<file path="src/rtl/phy_seq_pkg.sv">
package phy_seq_pkg;

    // sequencer states
    typedef enum logic [3:0] {
        S_IDLE,
        S_RST_WR,
        S_RST_RD,
        S_RST_WAIT,
        S_VEND_RD,
        S_MASK_WR,
        S_CAP_RD,
        S_ADV_WR,
        S_AN_WR,
        S_AN_RD,
        S_AN_WAIT,
        S_RF_WR
    } seq_state_e;

    typedef enum logic [1:0] {
        ERR_NONE    = 2'd0,
        ERR_RST_TMO = 2'd1,
        ERR_AN_TMO  = 2'd2,
        ERR_RFAULT  = 2'd3
    } seq_err_e;

    // control register bit positions
    localparam int CTL_RESET   = 15;
    localparam int CTL_SPEED   = 13;
    localparam int CTL_AN_EN   = 12;
    localparam int CTL_AN_RST  = 9;
    localparam int CTL_DUPLEX  = 8;

    // status register bit positions
    localparam int STS_AN_DONE = 5;
    localparam int STS_RFAULT  = 4;
    localparam int STS_ABIL_LO = 11;

    // advertisement layout
    localparam int ADV_ABIL_LO = 5;
    localparam int ABIL_N      = 5;

endpackage

</file>
<file path="src/rtl/phy_adv_map.sv">
module phy_adv_map #(
    parameter int ABIL_W = phy_seq_pkg::ABIL_N,
    parameter int ADV_LO = phy_seq_pkg::ADV_ABIL_LO
) (
    input  logic [ABIL_W-1:0] abil,
    output logic [15:0]       adv
);
    localparam int ADV_HI = ADV_LO + ABIL_W;

    // selector field: IEEE 802.3 CSMA/CD
    assign adv[0] = 1'b1;
    assign adv[ADV_LO-1:1] = '0;
    assign adv[15:ADV_HI] = '0;

    for (genvar i = 0; i < ABIL_W; i++) begin : g_abil
        assign adv[ADV_LO+i] = abil[i];
    end
endmodule

</file>
<file path="src/rtl/phy_poll_ctr.sv">
module phy_poll_ctr #(
    parameter int W = 5
) (
    input  logic         clk,
    input  logic         rst_n,
    input  logic         clr,
    input  logic         inc,
    input  logic [W-1:0] limit,
    output logic         last
);
    logic [W-1:0] cnt_d, cnt_q;

    always_comb begin
        cnt_d = cnt_q;
        if (clr)      cnt_d = '0;
        else if (inc) cnt_d = cnt_q + 1'b1;
    end

    always_ff @(posedge clk) begin
        if (!rst_n) cnt_q <= '0;
        else        cnt_q <= cnt_d;
    end

    // the read now completing is the final one allowed
    assign last = (cnt_q == limit - 1'b1);
endmodule

</file>
<file path="src/rtl/phy_bringup_seq.sv">
module phy_bringup_seq #(
    parameter int          RST_POLLS    = 6,
    parameter int          AN_POLLS     = 20,
    parameter int          REG_CTRL     = 0,
    parameter int          REG_STAT     = 1,
    parameter int          REG_ADV      = 4,
    parameter int          REG_VEND     = 18,
    parameter int          REG_MASK     = 19,
    parameter logic [15:0] MASK_VALUE   = 16'hFCC0,
    parameter int          VEND_SPD_BIT = 7,
    parameter int          VEND_DPX_BIT = 6
) (
    input  logic        clk,
    input  logic        rst_n,
    input  logic        start,
    input  logic        tick,
    output logic        req_valid,
    output logic        req_write,
    output logic [4:0]  req_reg,
    output logic [15:0] req_wdata,
    input  logic        req_done,
    input  logic [15:0] req_rdata,
    output logic        busy,
    output logic        done,
    output logic [1:0]  err_code,
    output logic        speed_100,
    output logic        full_duplex
);
    import phy_seq_pkg::*;

    localparam int MAXP  = (RST_POLLS > AN_POLLS) ? RST_POLLS : AN_POLLS;
    localparam int CNT_W = $clog2(MAXP + 1);

    localparam logic [15:0] W_RESET = 16'h1 << CTL_RESET;
    localparam logic [15:0] W_AN    = (16'h1 << CTL_AN_EN) | (16'h1 << CTL_AN_RST);
    localparam logic [15:0] W_AN_RF = W_AN | (16'h1 << CTL_SPEED) | (16'h1 << CTL_DUPLEX);

    typedef struct packed {
        seq_state_e  state;
        logic        v_spd;
        logic        v_dpx;
        logic [15:0] adv;
        logic        rf;
        logic        done;
        seq_err_e    err;
        logic        spd;
        logic        dpx;
    } seq_regs_t;

    localparam seq_regs_t REGS_RST = '{
        state: S_IDLE, v_spd: 1'b0, v_dpx: 1'b0, adv: 16'h0, rf: 1'b0,
        done: 1'b0, err: ERR_NONE, spd: 1'b0, dpx: 1'b0
    };

    seq_regs_t d, q;

    logic [15:0]      adv_w;
    logic             pc_clr, pc_inc, pc_last;
    logic [CNT_W-1:0] poll_lim;
    logic             unused_rdata;

    phy_adv_map u_map (
        .abil (req_rdata[STS_ABIL_LO +: ABIL_N]),
        .adv  (adv_w)
    );

    assign poll_lim = (q.state == S_RST_RD || q.state == S_RST_WAIT)
                    ? CNT_W'(RST_POLLS) : CNT_W'(AN_POLLS);

    phy_poll_ctr #(.W(CNT_W)) u_poll (
        .clk   (clk),
        .rst_n (rst_n),
        .clr   (pc_clr),
        .inc   (pc_inc),
        .limit (poll_lim),
        .last  (pc_last)
    );

    assign unused_rdata = ^req_rdata;

    always_comb begin
        d      = q;
        d.done = 1'b0;
        pc_clr = 1'b0;
        pc_inc = 1'b0;
        case (q.state)
            S_IDLE: if (start) begin
                d.state = S_RST_WR;
                pc_clr  = 1'b1;
            end
            S_RST_WR:  if (req_done) d.state = S_RST_RD;
            S_RST_RD: if (req_done) begin
                pc_inc = 1'b1;
                if (!req_rdata[CTL_RESET]) begin
                    d.state = S_VEND_RD;
                end else if (pc_last) begin
                    d.state = S_IDLE;
                    d.done  = 1'b1;
                    d.err   = ERR_RST_TMO;
                end else begin
                    d.state = S_RST_WAIT;
                end
            end
            S_RST_WAIT: if (tick) d.state = S_RST_RD;
            S_VEND_RD: if (req_done) begin
                d.v_spd = req_rdata[VEND_SPD_BIT];
                d.v_dpx = req_rdata[VEND_DPX_BIT];
                d.state = S_MASK_WR;
            end
            S_MASK_WR: if (req_done) d.state = S_CAP_RD;
            S_CAP_RD: if (req_done) begin
                d.adv   = adv_w;
                d.state = S_ADV_WR;
            end
            S_ADV_WR: if (req_done) d.state = S_AN_WR;
            S_AN_WR: if (req_done) begin
                d.state = S_AN_RD;
                pc_clr  = 1'b1;
            end
            S_AN_RD: if (req_done) begin
                pc_inc = 1'b1;
                d.rf   = req_rdata[STS_RFAULT];
                if (req_rdata[STS_AN_DONE] || pc_last) begin
                    d.state = S_IDLE;
                    d.done  = 1'b1;
                    if (req_rdata[STS_RFAULT])       d.err = ERR_RFAULT;
                    else if (!req_rdata[STS_AN_DONE]) d.err = ERR_AN_TMO;
                    else begin
                        d.err = ERR_NONE;
                        d.spd = q.v_spd;
                        d.dpx = q.v_dpx;
                    end
                end else begin
                    d.state = S_AN_WAIT;
                end
            end
            S_AN_WAIT: if (tick) d.state = q.rf ? S_RF_WR : S_AN_RD;
            S_RF_WR:   if (req_done) d.state = S_AN_RD;
            default:   d.state = S_IDLE;
        endcase
    end

    always_ff @(posedge clk) begin
        if (!rst_n) q <= REGS_RST;
        else        q <= d;
    end

    // request decode from the registered state
    always_comb begin
        req_valid = 1'b1;
        req_write = 1'b0;
        req_reg   = 5'd0;
        req_wdata = 16'h0;
        case (q.state)
            S_RST_WR:  begin req_write = 1'b1; req_reg = 5'(REG_CTRL); req_wdata = W_RESET;    end
            S_RST_RD:  begin                   req_reg = 5'(REG_CTRL);                         end
            S_VEND_RD: begin                   req_reg = 5'(REG_VEND);                         end
            S_MASK_WR: begin req_write = 1'b1; req_reg = 5'(REG_MASK); req_wdata = MASK_VALUE; end
            S_CAP_RD:  begin                   req_reg = 5'(REG_STAT);                         end
            S_ADV_WR:  begin req_write = 1'b1; req_reg = 5'(REG_ADV);  req_wdata = q.adv;      end
            S_AN_WR:   begin req_write = 1'b1; req_reg = 5'(REG_CTRL); req_wdata = W_AN;       end
            S_AN_RD:   begin                   req_reg = 5'(REG_STAT);                         end
            S_RF_WR:   begin req_write = 1'b1; req_reg = 5'(REG_CTRL); req_wdata = W_AN_RF;    end
            default:   req_valid = 1'b0;
        endcase
    end

    assign busy        = (q.state != S_IDLE);
    assign done        = q.done;
    assign err_code    = q.err;
    assign speed_100   = q.spd;
    assign full_duplex = q.dpx;
endmodule

</file>
<file path="config.mk">
export PLATFORM = sky130hd
export DESIGN_NAME = phy_bringup_seq
export DESIGN_NICKNAME = d
export VERILOG_FILES = /design/src/rtl/phy_seq_pkg.sv /design/src/rtl/phy_adv_map.sv /design/src/rtl/phy_poll_ctr.sv /design/src/rtl/phy_bringup_seq.sv
export SDC_FILE = /design/constraint.sdc
export NUM_CORES = 1
export LEC_CHECK = 0
export BUFFER_PORTS_ARGS = -buffer_cell sky130_fd_sc_hd__buf_4
export CORE_UTILIZATION = 50
export CTS_CLUSTER_DIAMETER = 30
export CTS_CLUSTER_SIZE = 20
export DETAILED_ROUTE_END_ITERATION = 10
export PLACE_DENSITY = 0.79
export REMOVE_ABC_BUFFERS = 1
export SLEW_MARGIN = 20
export SYNTH_ARGS = -nofsm -noshare
export SYNTH_HDL_FRONTEND = slang
export SYNTH_SLANG_ARGS = --single-unit
</file>
<file path="constraint.sdc">
create_clock -name clk -period 2.84 [get_ports clk]
set_input_delay 0 -clock clk [delete_from_list [all_inputs] [get_ports clk]]
set_output_delay 0 -clock clk [all_outputs]
set_load 0.03 [all_outputs]
</file>
Word-level counts from Yosys, hierarchy flattened
Cells that the tools add are included.
{"block": "word_totals", "register_bits": 23, "inputBits": 21, "out_inout_bits": 29, "elab_cells": 92}
{"block": "classes", "addsub": 2, "n_eq_ne": 26, "mux": 35, "n_bitwise": 2, "n_reduce_logical": 17}
{"operator": "case mux 16 bit (5 select lines)", "n": 1}
{"operator": "2-to-1 mux 4 bit", "n": 12}
{"operator": "case mux 4 bit (11 select lines)", "n": 1}
{"operator": "!= test 2 bit (second input constant)", "n": 13}
{"operator": "case mux 5 bit (4 select lines)", "n": 1}
{"operator": "== test 4 x 3 -> 1 bit (second input constant)", "n": 4}
{"operator": "== test 4 bit (second input constant)", "n": 4}
{"operator": "2-to-1 mux 5 bit", "n": 3}
{"operator": "2-to-1 mux 2 bit", "n": 6}
{"operator": "AND reduction 11 bit", "n": 1}
{"operator": "2-to-1 mux 3 bit", "n": 3}
{"operator": "OR reduction 9 bit", "n": 1}
{"operator": "== test 4 x 2 -> 1 bit (second input constant)", "n": 2}
{"operator": "OR reduction 2 bit", "n": 4}
{"operator": "2-to-1 mux 6 bit", "n": 1}
{"operator": "case mux 3 bit (2 select lines)", "n": 1}
{"operator": "AND reduction 2 bit", "n": 3}
{"operator": "AND reduction 6 bit", "n": 1}
{"operator": "adder 5 x 1 -> 5 bit (second input constant)", "n": 1}
{"operator": "== test 5 bit", "n": 1}
{"operator": "2-to-1 mux 1 bit", "n": 5}
{"operator": "AND reduction 5 bit", "n": 1}
{"operator": "OR reduction 5 bit", "n": 1}
{"operator": "subtractor 5 x 1 -> 5 bit (second input constant)", "n": 1}
{"operator": "other kinds (8)", "n": 10}

Longest topological paths before layout
Gate-level depths: netlist of the first run.
{"block": "logic_depth", "depth_word": 9, "depth_mapped": 7, "ltp_nobuf": 5}

Cells and area by module
A second synthesis of the first run with hierarchy kept.
{"block": "unflattened", "cells_unflattened": 280, "hier_area_um2": 2128.3}
{"mod": "phy_bringup_seq", "n_inst": 1, "cells_each": 225, "area_per_inst_um2": 1671.6, "seq_area_each_um2": 560.5}
{"mod": "phy_poll_ctr", "n_inst": 1, "cells_each": 37, "area_per_inst_um2": 329.1, "seq_area_each_um2": 100.1}
{"mod": "phy_adv_map", "n_inst": 1, "cells_each": 18, "area_per_inst_um2": 127.6, "seq_area_each_um2": 0.0}

Least setup slack after synthesis of the first run
No wires, ideal clock.
{"block": "synth_path", "path_kind": "reg-to-output", "from": "register q[25] (netlist name)", "to": "output port req_wdata[0]", "arrival_ns": 1.727, "required_time_ns": 2.840, "setup_slack_ns": 1.113, "path_stages_with_launch": 6, "path_buffers": 2, "cell_sequence": "dfxtp_1 -> buf_2 -> buf_2 -> nand2_1 -> nor2_1 -> and2_1"}
{"block": "synth_between", "elab_chain_len": 2, "word_cells_on_any_way": 6}
{"element": "start: declaration", "line_no": "phy_bringup_seq.sv:55", "text": "seq_regs_t d, q;"}
{"element": "start signal: assignment", "line_no": "phy_bringup_seq.sv:144", "text": "if (!rst_n) q <= REGS_RST;"}
{"element": "start signal: assignment", "line_no": "phy_bringup_seq.sv:145", "text": "else q <= d;"}
{"element": "== test 4 bit, or another cell as far along", "line_no": "phy_bringup_seq.sv:154", "text": "case (q.state)"}
{"element": "case mux 16 bit (5 select lines) *", "line_no": "phy_bringup_seq.sv:154"}
{"element": "end: declaration", "line_no": "phy_bringup_seq.sv:20", "text": "output logic [15:0] req_wdata,"}
Mark *: on every way between the ends. The rest lies on a longest branch, timed or not.

Worst setup path in the final report of the first run
{"block": "layout_path", "from": "register q[26] (netlist name)", "to": "output port req_wdata[0]"}
The elaborated chain is that of the path after synthesis.

==> reports/results.txt, run 1 <==
Worst R2R Setup Slack -> 0.69 ns
Final WL -> 3.72 mm
LEAKAGE -> 0.784 nW
Max Freq -> 438 MHz
Final TNS setup -> 0 ns
Sequential share of the synthesized area -> 29.5%
Layout Area Growth over Synthesis -> 19.7%
Final hold viol count -> 0
Power density cells -> 600 mW/mm²
Max Cap Violations -> 0
Delay-heaviest family, CP -> simple AND/OR/NAND/NOR gates
Layout Nets -> 252
Die area -> 0.00335 mm²
CP max stage cell -> dfxtp_1
Netlist cell types -> 48
Slowest stage delay, CP -> 0.80 ns
Hold endpoint -> q[6]
Vias in the first global route -> 1,358
Max Root-Sink Buffers -> 2
Relative slew slack -> 52.7%
Cell chain of the critical path -> nand2b_1, nor2_1, and2_1, buf_4
Maximum VDD drop -> 0.312 mV
Latest clock arrival within the worst-skew pair -> 0.31 ns
DR iter-0 viols -> 74
Num rows -> 19
Syn Area/Cell -> 7.92 µm²
Boundary pin count -> 50
Post-detail-place hpwl -> 2.66 mm
Worst hold margin -> 0.0172 ns
Gate count after technology mapping -> 197
Worst slew pin tran -> 0.709 ns
Vias per cell -> 5.80
Grt ovf -> 0
Worst reg2reg path startpoint -> q[25]
Number of enable flip-flop cells after synthesis -> 0
CTS Sinks -> 23
Async set-reset flop share out of synthesis -> 0%
RSZ-0062 raised after global routing -> false
Crit. End Element -> primary output
Initial Util -> 54.7%
Post-synth top area share -> 29.5%
Synth area leaders -> dfxtp_1 (30%), mux2i_1 (8.3%), nor2b_1 (5.6%), nor2_1 (5.5%), buf_4 (4.8%)
CTS resizes -> 0
RD Place Congestion -> 0.830
Setup CP Type -> flip-flop to primary output
Clock root buffer -> clkbuf_4
Gr usage total -> 23.0%
Vias -> 1,507
Die Height -> 57.9 µm
R2R depth -> 5
Critical Path RT -> 2.84 ns
Final Setup Violations -> 0
CTS tree -> built
TritonCTS buffer count -> 3
Drc violations -> 2
Synth top cells by count -> dfxtp_1 (23), nor2_1 (23), nand2_1 (19)
Yosys top cell by area -> dfxtp_1
Share of layout cells above drive strength 1 -> 21.8%
Antenna cells -> 0
Total power -> 1.12 mW
H-tree depth -> 1
Core area -> 0.00285 mm²
Die W -> 57.9 µm
Final Max Slew Viols -> 0
Outcome -> finished with violations
Synth warn -> 0
RR Endpoint -> err_code[0]
Post-route ant nets -> 0
Period minus WS final -> 2.28 ns
Hold Path Stages -> 2
Final period utilization -> 80.4%
Crit path buf inv count -> 1
Setup Skew -> 0.00676 ns
Min-delay src -> rst_n
CP max FO -> 17
Worst min-delay path class -> input port to flip-flop
Largest net degree at the start of global routing -> 22
FF+latch count, synth -> 23
Quantity of I/O buffers inserted on ports -> 37
WP data arrival -> 2.28 ns
First-pass GRT wire length -> 6.03 mm
Ys flop type -> dfxtp_1
Mapped cell area -> 0.00156 mm²
Drt pass-1 iters -> 7
Reg clk slew, reported paths -> 0.13 ns
WL per Instance -> 14.3 µm
Critical path launch point type -> flip-flop
Violated checks -> design-rule violations
Initial antenna violation count -> 0
[routing by layer]
metal | GRT usage, % | wire length, µm
met1 | 30.9 | 1660
met5 | 0 | 0
met3 | 2.01 | 174
met4 | 9.52 | 66
met2 | 38.1 | 1810
[layout by cell type, fill, tap and decap left out, types with 2 or more instances in the layout]
master          n
o21ai_0         8
buf_4          39
o21a_1          2
nor2_1         23
xor2_1          3
nand2b_1        2
nor4b_1         2
clkbuf_4        3
dlygate4sd3_1   7
nand4_1         3
o211ai_1        4
a31oi_1         3
o22ai_1         2
inv_1           6
a21oi_1         9
nor2b_1        14
nand2_1        19
dfxtp_1        23
nand3_1         5
a211oi_1        2
mux2i_1        13
nand3b_1        4
and2_1          4
o2111a_1        2
conb_1          5
[cells by family after synthesis]
family	synth area share, %
buffers and inverters	10.3
other	0.240
flip-flops	29.5
multiplexers	9.06
adder cells (fa/ha/maj)	0.802
AND/OR/NAND/NOR	29.7
XOR/XNOR	2.25
AO/OA/AOI/OAI	18.1
[through the flow]
step | setup slack, ns | utilization (%) | cells | cell area (µm²)
floorplan | 0.648 | - | 179 | 1440
global placement | 0.774 | 62.1 | 249 | 1770
detailed placement | 0.743 | 62.1 | 249 | 1770
CTS | 0.601 | 65.5 | 260 | 1870
global route | 0.421 | 65.5 | 260 | 1870
finish | 0.556 | 65.5 | 260 | 1870
[sequential cells by signal (all words and copies together) (netlist names)]
| signal | cells |
|---|---|
| done | 1 |
| q | 13 |
| speed_100 | 1 |
| full_duplex | 1 |
| err_code | 2 |
| u_poll.cnt_q | 5 |
[power breakdown]
part	leakage, nW	switching (mW)	total, mW	internal [mW]
clock	0.0150	0.0993	0.154	0.0548
sequential	0.186	0.0459	0.386	0.340
combinational	0.583	0.355	0.581	0.226
total	0.784	0.500	1.12	0.621
[layout make-up]
cell class | instances | area (µm²)
fill | 261 | 985
multi-input combinational | 149 | 953
sequential | 23 | 460
timing repair buffer | 46 | 363
tap | 31 | 38.8
clock buffer | 4 | 26.3
inverter | 7 | 26.3
[worst max path at each step]
stage | to | startpoint | depth (start not counted)
after floorplan | req_wdata[13] | q[26] | 4
after global placement | err_code[0] | q[25] | 5
after detailed placement | err_code[0] | q[25] | 5
after CTS | req_wdata[0] | q[26] | 4
after global routing | req_wdata[6] | q[26] | 5
final | req_wdata[0] | q[26] | 4
[repair_timing]
| action | 4_1_cts | 5_1_grt |
|---|---|---|
| hold buffers | 7 | 0 |
| setup buffers | 0 | 0 |
| hold endpoints to repair | 7 | 0 |
Note: power is estimated with default switching activity, not from simulation.
==> inputs of run 2 (changes only) <==
Settings changed: CORE_UTILIZATION 50 to 46, PLACE_DENSITY 0.79 to 0.76.
Clock period 2.84 ns to 1.9 ns, I/O delays scaled along.
==> run 2 against run 1 <==
The run now ends clean; critical path depth is 3 higher; non-clock buffer count is 12 higher; combinational power is 70% higher; final area is 6.3% higher; utilization is 2.0 points lower; clock-buffer cell count is 1 lower; via count hardly changed; register-to-register slack worse by 0.50 ns; largest cell class unchanged; highest routed layer unchanged.
==> reports/results.txt, run 2 (synthesized netlist as in run 1, its figures left out) <==
Setup Skew -> 0.0111 ns
Final Max Slew Viols -> 0
Final period utilization -> 90.9%
Die area -> 0.00363 mm²
Drc violations -> 0
Initial antenna violation count -> 0
Vias per cell -> 5.29
Gr usage total -> 23.3%
P_int -> 989 µW
Largest register by flop count -> q
WP data arrival -> 1.73 ns
Max Root-Sink Buffers -> 2
DP Area -> 0.00187 mm²
Layout Area Growth over Synthesis -> 27.3%
Final Setup Violations -> 0
Drt pass-1 iters -> 4
Clock root buffer -> clkbuf_4
Max Freq -> 579 MHz
Antenna cells -> 0
Layout Nets -> 264
Final hold viol count -> 0
Latest clock arrival within the worst-skew pair -> 0.31 ns
Worst hold margin -> 0.0836 ns
WL per Instance -> 13.4 µm
Setup CP Type -> flip-flop to primary output
Most frequent cells in the layout -> buf_4 (50), nor2_1 (22), dfxtp_1 (21), nand2_1 (19), nor2b_1 (14)
Fillers -> 284
Commonest non-fill, non-tap cell in the layout -> buf_4
Reg clk slew, reported paths -> 0.12 ns
Max Cap Violations -> 0
Worst Slack Setup Final -> 0.173 ns
Final WL -> 3.81 mm
Initial Util -> 49.9%
Power density cells -> 888 mW/mm²
CP max FO -> 17
Boundary pin count -> 50
Largest register FFs -> 13
Clock group share of total power -> 12.7%
CTS tree -> built
Switching Fraction -> 43.9%
Critical Path RT -> 1.90 ns
Crit. End Element -> primary output
Die Height -> 60.2 µm
H-tree depth -> 1
First-pass GRT wire length -> 6.31 mm
Maximum VDD drop -> 0.454 mV
Grt ovf -> 0
LEAKAGE -> 0.849 nW
RD Place Congestion -> 0.912
Psw -> 773 µW
Share of layout cells above drive strength 1 -> 27.4%
Post-detail-place hpwl -> 2.78 mm
Postcts setup bufs -> 0
CTS Sinks -> 23
Quantity of I/O buffers inserted on ports -> 37
Final instance area -> 0.00199 mm²
Core area -> 0.00313 mm²
DR iter-0 viols -> 55
Period minus WS final -> 1.73 ns
Seq pwr share -> 31.4%
Largest net degree at the start of global routing -> 20
Place WS -> 0.205 ns
Die W -> 60.2 µm
Critical path launch point type -> flip-flop
Comb power frac -> 55.9%
Final TNS setup -> 0 ns
Vias in the first global route -> 1,391
Worst min-delay path class -> input port to flip-flop
Vias -> 1,508
Num rows -> 20
Post-route ant nets -> 0
TritonCTS buffer count -> 3
Outcome -> completed
==> run 2: repair_timing <==
| action | 4_1_cts | 5_1_grt |
|---|---|---|
| resized for setup | 0 | 4 |
| endpoints found under the hold margin | 8 | 1 |
| endpoints found under the setup margin | 0 | 10 |
| hold buffers | 7 | 1 |
==> run 2: area by class of cell <==
class,count,area [µm²],share of cell area (%)
clock buffer,3,22.5,1.13
multi-input combinational,149,958,48.3
sequential,23,463,23.3
tap,44,55.1,2.77
timing repair buffer,58,455,22.9
clock inverter,1,5.00,0.252
inverter,7,26.3,1.32
==> run 2: power by group through the flow <==
stage / clock network [mW] / logic [mW] / registers (mW)
2_1_floorplan: 0 / 0.566 / 0.613
3_3_place_gp: 0 / 0.944 / 0.564
3_5_place_dp: 0 / 0.951 / 0.563
4_1_cts: 0.233 / 0.965 / 0.552
5_1_grt: 0.255 / 1.06 / 0.559
6_report: 0.224 / 0.985 / 0.553
==> run 2: stage by stage <==
step                      instances  total power [mW]  util (%)
after global placement          273              1.51      59.8
after CTS                       284              1.75      62.9
after global routing            285              1.88      63.5
after detailed placement        273              1.51      59.8
final                           285              1.76      63.5
after floorplan                 179              1.18         -
==> run 2: path summary, 6_finish.rpt <==
| kind | startpoint | endpoint | slack (ns) | cells past startpoint |
|---|---|---|---|---|
| min reg2reg | q[6] | q[6] | 0.50 | 1 |
| max reg2reg | u_poll.cnt_q[2] | err_code[0] | 0.19 | 5 |
| min | req_rdata[4] | q[5] | 0.08 | 5 |
| max | q[25] | req_write | 0.17 | 7 |
==> run 2: worst max-delay path, cell delays in order, from the launching register on <==
cell and delay, ns:
dfxtp_1 0.39, buf_4 0.24, nor2b_1 0.08, buf_4 0.16
nor2_1 0.17, nand2_1 0.11, o21ai_0 0.09, buf_4 0.19
==> run 2: metal layers <==
metal  track usage (%)  routed length (µm)  vias to the layer above  part of all wire [%]
li1                  -                   -                      755                     -
met3              3.03                 137                        8                   3.6
met5                 0                   0                        -                     0
met2              39.6                1830                       41                    48
met1              29.8                1770                      704                    46
met4              8.64                  68                        0                   1.8
